$ cat src/rtl/modrm_pkg.sv
package modrm_pkg;

  localparam int BYTE_W  = 8;
  localparam int IDX_W   = 3;

  localparam logic [1:0] MODE_IND    = 2'b00;
  localparam logic [1:0] MODE_DISP8  = 2'b01;
  localparam logic [1:0] MODE_DIRECT = 2'b11;
  localparam logic [2:0] RM_SIB      = 3'b100;
  localparam logic [2:0] RM_ABS      = 3'b101;

  typedef enum logic [2:0] {
    FIN_NONE,
    FIN_DIRECT,
    FIN_DISP8,
    FIN_DISP32,
    FIN_UNSUP
  } finish_e;

  typedef struct packed {
    logic    takeModrm;
    logic    zeroBase;
    logic    takeDisp;
    finish_e finish;
  } ctrlStrobes_t;

endpackage

$ cat src/rtl/modrmCtrl.sv
module modrmCtrl
  import modrm_pkg::*;
#(
  parameter int ADDR_W = 32
) (
  input  logic              clk,
  input  logic              rstN,
  input  logic              byteValid,
  input  logic [BYTE_W-1:0] byteData,
  output logic              byteReady,
  output ctrlStrobes_t      strobes
);

  localparam int DISP_BYTES = ADDR_W / BYTE_W;
  localparam int LEFT_W     = $clog2(DISP_BYTES + 1);

  typedef enum logic [1:0] {ST_IDLE, ST_DISP, ST_DONE} state_e;

  state_e            stateQ, stateD;
  logic [LEFT_W-1:0] leftQ, leftD;
  logic              shortQ, shortD;
  logic [1:0]        modeIn;
  logic [2:0]        rmIn;

  assign modeIn    = byteData[7:6];
  assign rmIn      = byteData[2:0];
  assign byteReady = (stateQ != ST_DONE);

  always_comb begin
    strobes = '{takeModrm: 1'b0, zeroBase: 1'b0, takeDisp: 1'b0, finish: FIN_NONE};
    stateD  = stateQ;
    leftD   = leftQ;
    shortD  = shortQ;
    case (stateQ)
      ST_IDLE: begin
        if (byteValid) begin
          if (modeIn == MODE_DIRECT || rmIn == RM_SIB) begin
            strobes.finish = FIN_UNSUP;
            stateD         = ST_DONE;
          end else if (modeIn == MODE_IND && rmIn != RM_ABS) begin
            strobes.finish = FIN_DIRECT;
            stateD         = ST_DONE;
          end else begin
            strobes.takeModrm = 1'b1;
            strobes.zeroBase  = (modeIn == MODE_IND);
            shortD            = (modeIn == MODE_DISP8);
            leftD             = (modeIn == MODE_DISP8) ? LEFT_W'(1) : LEFT_W'(DISP_BYTES);
            stateD            = ST_DISP;
          end
        end
      end
      ST_DISP: begin
        if (byteValid) begin
          if (leftQ == LEFT_W'(1)) begin
            strobes.finish = shortQ ? FIN_DISP8 : FIN_DISP32;
            stateD         = ST_DONE;
          end else begin
            strobes.takeDisp = 1'b1;
            leftD            = leftQ - LEFT_W'(1);
          end
        end
      end
      default: stateD = ST_IDLE;
    endcase
  end

  always_ff @(posedge clk) begin
    if (!rstN) begin
      stateQ <= ST_IDLE;
      leftQ  <= '0;
      shortQ <= 1'b0;
    end else begin
      stateQ <= stateD;
      leftQ  <= leftD;
      shortQ <= shortD;
    end
  end

endmodule

$ cat src/rtl/modrmDatapath.sv
module modrmDatapath
  import modrm_pkg::*;
#(
  parameter int ADDR_W = 32
) (
  input  logic              clk,
  input  logic              rstN,
  input  logic [BYTE_W-1:0] byteData,
  input  logic [ADDR_W-1:0] regData,
  input  ctrlStrobes_t      strobes,
  output logic [ADDR_W-1:0] effAddr,
  output logic [IDX_W-1:0]  regField,
  output logic [2:0]        bytesUsed,
  output logic              unsupported,
  output logic              done
);

  logic [ADDR_W-1:0] baseQ, dispQ, dispNext, dispShort;
  logic [2:0]        cntQ;
  logic [IDX_W-1:0]  regHoldQ;

  assign dispNext  = {byteData, dispQ[ADDR_W-1:BYTE_W]};
  assign dispShort = {{(ADDR_W-BYTE_W){byteData[BYTE_W-1]}}, byteData};

  always_ff @(posedge clk) begin
    if (!rstN) begin
      baseQ       <= '0;
      dispQ       <= '0;
      cntQ        <= '0;
      regHoldQ    <= '0;
      effAddr     <= '0;
      regField    <= '0;
      bytesUsed   <= '0;
      unsupported <= 1'b0;
      done        <= 1'b0;
    end else begin
      if (strobes.takeModrm) begin
        baseQ    <= strobes.zeroBase ? '0 : regData;
        dispQ    <= '0;
        cntQ     <= 3'd1;
        regHoldQ <= byteData[5:3];
      end
      if (strobes.takeDisp) begin
        dispQ <= dispNext;
        cntQ  <= cntQ + 3'd1;
      end
      done        <= (strobes.finish != FIN_NONE);
      unsupported <= (strobes.finish == FIN_UNSUP);
      case (strobes.finish)
        FIN_DIRECT: begin
          effAddr   <= regData;
          regField  <= byteData[5:3];
          bytesUsed <= 3'd1;
        end
        FIN_UNSUP: begin
          effAddr   <= '0;
          regField  <= byteData[5:3];
          bytesUsed <= 3'd1;
        end
        FIN_DISP8: begin
          effAddr   <= baseQ + dispShort;
          regField  <= regHoldQ;
          bytesUsed <= cntQ + 3'd1;
        end
        FIN_DISP32: begin
          effAddr   <= baseQ + dispNext;
          regField  <= regHoldQ;
          bytesUsed <= cntQ + 3'd1;
        end
        default: ;
      endcase
    end
  end

endmodule

$ cat src/rtl/modrmAddrGen.sv
module modrmAddrGen
  import modrm_pkg::*;
#(
  parameter int ADDR_W = 32
) (
  input  logic              clk,
  input  logic              rstN,
  input  logic              byteValid,
  input  logic [7:0]        byteData,
  output logic              byteReady,
  output logic [2:0]        regIdx,
  input  logic [ADDR_W-1:0] regData,
  output logic [ADDR_W-1:0] effAddr,
  output logic [2:0]        regField,
  output logic [2:0]        bytesUsed,
  output logic              unsupported,
  output logic              done
);

  ctrlStrobes_t strobes;

  assign regIdx = byteData[2:0];

  modrmCtrl #(.ADDR_W(ADDR_W)) ctrl_i (
    .clk       (clk),
    .rstN      (rstN),
    .byteValid (byteValid),
    .byteData  (byteData),
    .byteReady (byteReady),
    .strobes   (strobes)
  );

  modrmDatapath #(.ADDR_W(ADDR_W)) dp_i (
    .clk         (clk),
    .rstN        (rstN),
    .byteData    (byteData),
    .regData     (regData),
    .strobes     (strobes),
    .effAddr     (effAddr),
    .regField    (regField),
    .bytesUsed   (bytesUsed),
    .unsupported (unsupported),
    .done        (done)
  );

endmodule

$ cat config.mk
export PLATFORM = sky130hd
export DESIGN_NAME = modrmAddrGen
export DESIGN_NICKNAME = d
export VERILOG_FILES = /design/src/rtl/modrm_pkg.sv /design/src/rtl/modrmCtrl.sv /design/src/rtl/modrmDatapath.sv /design/src/rtl/modrmAddrGen.sv
export SDC_FILE = /design/constraint.sdc
export NUM_CORES = 1
export LEC_CHECK = 0
export BUFFER_PORTS_ARGS = -buffer_cell sky130_fd_sc_hd__clkbuf_2
export CORE_ASPECT_RATIO = 2
export CORE_MARGIN = 5
export CORE_UTILIZATION = 32
export DETAILED_ROUTE_END_ITERATION = 6
export PLACE_DENSITY = 0.58
export SLEW_MARGIN = 10
export SYNTH_ARGS = -nofsm -noshare
export SYNTH_HDL_FRONTEND = slang
export SYNTH_SLANG_ARGS = --single-unit
$ cat constraint.sdc
create_clock -name clk -period 5.3 [get_ports clk]
set_input_delay 0.795 -clock clk [delete_from_list [all_inputs] [get_ports clk]]
set_output_delay 0.795 -clock clk [all_outputs]
set_load 0.005 [all_outputs]
==> results.sh <==
export IMPL_cts_buffer_depth=2
export IMPL_ys_top_cells_by_count="108 x dfxtp_1, 96 x nand2_1, 85 x nor2_1"
export IMPL_crit_type="reg -> reg"
export IMPL_endpoint="dp_i.effAddr[28]"
export IMPL_drv_cap=0
export IMPL_synth_area_leaders="dfxtp_1 35%, ha_1 8.3%, a21oi_1 6.1%"
export IMPL_avgSynthCellArea_sq_um=7.92
export IMPL_grt_setup_unrepaired="false"
export IMPL_clkPwrFrac_pct=36.0
export IMPL_async_flop_share_pct=0
export IMPL_drc=0
export IMPL_die_area_sq_um=22400
export IMPL_dr_total_vias=6053
export IMPL_avgRoutedWirePerCell_microns=19.1
export IMPL_synthesis_area_sq_um=6200
export IMPL_synth_most_common_cell="dfxtp_1"
export IMPL_die_x_microns=108
export IMPL_end_kind="flip-flop"
export IMPL_place_hpwl_microns=15400
export IMPL_synth_flop_cell="dfxtp_1"
export IMPL_max_slew_margin_pct=39.0
export IMPL_synth_enable_flop_cells=0
export IMPL_p_leak_nw=3.13
export IMPL_finalSetupViolCount=0
export IMPL_power_density_nw_per_um2=287
export IMPL_firstDrtPassIters=7
export IMPL_setup_slack_ns=1.04
export IMPL_max_freq_mhz=235
export IMPL_combPwrFrac_pct=21.1
export IMPL_syn_inst=783
export IMPL_viasPerCell=5.47
export IMPL_start_util_pct=32.3
export IMPL_yosysSeqAreaShare_pct=34.9
export IMPL_seqPwrFrac_pct=42.9
export IMPL_portBuffers=86
export IMPL_seq_area_sq_um=2160
export IMPL_hold_violations=0
export IMPL_status="complete, no violations"
export IMPL_hold_class="reg -> reg"
export IMPL_ant_nets=0
export IMPL_cts_tree="done"
export IMPL_internal_power_mw=1.44
export IMPL_syn_nets=868
export IMPL_grt_start_max_net_pins=63
export IMPL_cts_root_buf="clkbuf_16"
export IMPL_synth_top_area_share_pct=34.9
export IMPL_min_period_over_period_pct=80.4
export IMPL_dpl_worst_slack_ns=0.918
export IMPL_reg2reg_from="ctrl_i.leftQ[1]"
export IMPL_path_max_fanout=14
export IMPL_startpoint_type="flip-flop"
export IMPL_antenna_found_initial=0
export IMPL_clkTransAtPathRegs_ns=0.08
export IMPL_die_height_microns=207
export IMPL_yosysTopAreaCell="dfxtp_1"
export IMPL_fin_nets=928
export IMPL_r2r_worst_path_cells=19
export IMPL_r2r_end="dp_i.effAddr[28]"
export IMPL_drv_slew=0
export IMPL_gp_congestion=0.927
export IMPL_clkSinkCount=108
export IMPL_io_pins=87
export IMPL_ys_types=58
export IMPL_arrival_ns=4.48
export IMPL_diodes=0
export IMPL_ir_drop_mv=0.130
export IMPL_cts_resized=0
export IMPL_p_sw_share_pct=30.4
export IMPL_grt_usage_pct=19.0
export IMPL_period_minus_slack_ns=4.26
export IMPL_clock_skew_ns=0.0133
export IMPL_overflow=0
export IMPL_htreeDepth=3
export IMPL_grt_pass1_vias=5912
export IMPL_multiInputGateArea_sq_um=3810
export IMPL_drt_initial_drc_count=366
export IMPL_insertion_delay_ns=0.36
export IMPL_ys_ff_latch=108
export IMPL_worst_ep_required_time_ns=5.52
export IMPL_grt_first_pass_wirelength_microns=32400
export IMPL_final_setup_tns_ns=0
export IMPL_yosysWarnings=0
export IMPL_r2r_slack_ns=1.04
export IMPL_wl_microns=21100
export IMPL_post_cts_buffers=0
export IMPL_crit_path_start="ctrl_i.leftQ[1]"
export IMPL_core_region_area_sq_um=19200
export IMPL_cts_made_buffers=9
export IMPL_rows=72
export IMPL_p_sw_mw=0.630
export IMPL_holdBufCountCts=0
export IMPL_layout_drive_gt1_share_pct=16.1
export IMPL_areaGrowthSynthToFinish_pct=15.9
export IMPL_worst_pin_slew_ns=0.912
export IMPL_n_fill_cell=1995
power groups by stage:
stage | Clock (mW) | Combinational [mW] | Sequential (mW)
after floorplan | 0 | 0.287 | 0.900
after global placement | 0 | 0.435 | 0.905
after detailed placement | 0 | 0.436 | 0.906
after CTS | 0.760 | 0.439 | 0.887
after global routing | 0.793 | 0.481 | 0.892
final | 0.745 | 0.436 | 0.887
metrics by stage:
stage	cells	instance area [sq um]	utilization, %	hold WS, ns	power, mW
global route	1106	7190	37.5	0.479	2.17
finish	1106	7190	37.5	0.465	2.07
CTS	1106	7190	37.5	0.462	2.09
floorplan	783	6200	-	0.436	1.19
global placement	1091	6880	35.8	0.445	1.34
detailed placement	1091	6880	35.8	0.451	1.34
per-layer routing:
| metal | vias to the layer above | global-route usage [%] | share of wire (%) | routed length [microns] |
|---|---|---|---|---|
| met3 | 51 | 2.18 | 3.2 | 686 |
| met5 | - | 0 | 0 | 0 |
| met4 | 0 | 12.0 | 5.6 | 1190 |
| met1 | 2899 | 19.9 | 38 | 7980 |
| li1 | 2948 | - | - | - |
| met2 | 155 | 35.0 | 53 | 11300 |
sequential cells by signal, indices dropped and copies added, names as in the netlist:
register and count:
ctrl_i.stateQ 2, dp_i.unsupported 1, ctrl_i.shortQ 1, ctrl_i.leftQ 3, dp_i.regField 3, dp_i.bytesUsed 3, dp_i.baseQ 32, dp_i.cntQ 3
dp_i.effAddr 32, dp_i.regHoldQ 3, dp_i.done 1, dp_i.dispQ 24
worst max-delay path, stage by stage (launching register included):
cell and delay, ns:
dfxtp_1 0.31, inv_1 0.08, ha_1 0.16, nor2b_1 0.23, nand3_1 0.15, nor2_2 0.15, buf_4 0.23, mux2_2 0.36
ha_1 0.19, inv_1 0.08, fa_1 0.19, and2b_1 0.20, o211ai_2 0.19, a211oi_2 0.15, o211ai_1 0.23, a41oi_1 0.27
a211oi_1 0.52, o21ai_0 0.19, nand4b_1 0.12, o221ai_1 0.11
how the worst min path moves through the flow:
stage	start	end	slack (ns)	cells past startpoint
after global placement	dp_i.regHoldQ[2]	dp_i.regHoldQ[2]	0.44	2
after global routing	dp_i.regHoldQ[1]	dp_i.regHoldQ[1]	0.48	2
final	dp_i.baseQ[17]	dp_i.baseQ[17]	0.46	2
after CTS	dp_i.regHoldQ[1]	dp_i.regHoldQ[1]	0.46	2
after floorplan	dp_i.baseQ[17]	dp_i.baseQ[17]	0.44	2
after detailed placement	dp_i.regHoldQ[1]	dp_i.regHoldQ[1]	0.45	2
cell usage in the layout, fill, tap and decap left out, types with 3 or more instances in the layout:
cell         n
o21ai_0     21
and3_1       7
a311oi_1     5
nand3_1     52
ha_1        41
clkbuf_2    86
nor2b_1      5
nor2_1      81
a31oi_1     11
inv_1       12
a21o_1      40
xor2_1      11
nand2_1     96
nor3_1      15
o21bai_1     7
xnor2_1     13
o211ai_1     5
clkbuf_16    9
a221oi_1    15
nor3b_1      4
o22ai_1      3
a211oi_1    11
a22oi_1     31
a21oi_1     75
nand4_1      4
o21a_1       3
dfxtp_1    108
buf_4       14
nor2_2       3
mux2_2       7
nand2b_1     8
nor4b_1      3
cell type report:
class,instances,area share (%)
multi-input combinational,611,52.9
sequential,108,30.1
timing repair buffer,100,7.45
tap,259,4.51
clock buffer,10,3.18
clock inverter,5,1.20
inverter,13,0.678
cell families after synthesis:
family,count (synthesis),synth area share (%)
mux,9,1.59
flops,108,34.9
compound gates,244,26.3
buf+inv,64,4.11
fa+ha+maj,42,8.59
simple gates,292,21.2
xor+xnor,24,3.39
Note: power is estimated with default switching activity, not from simulation.
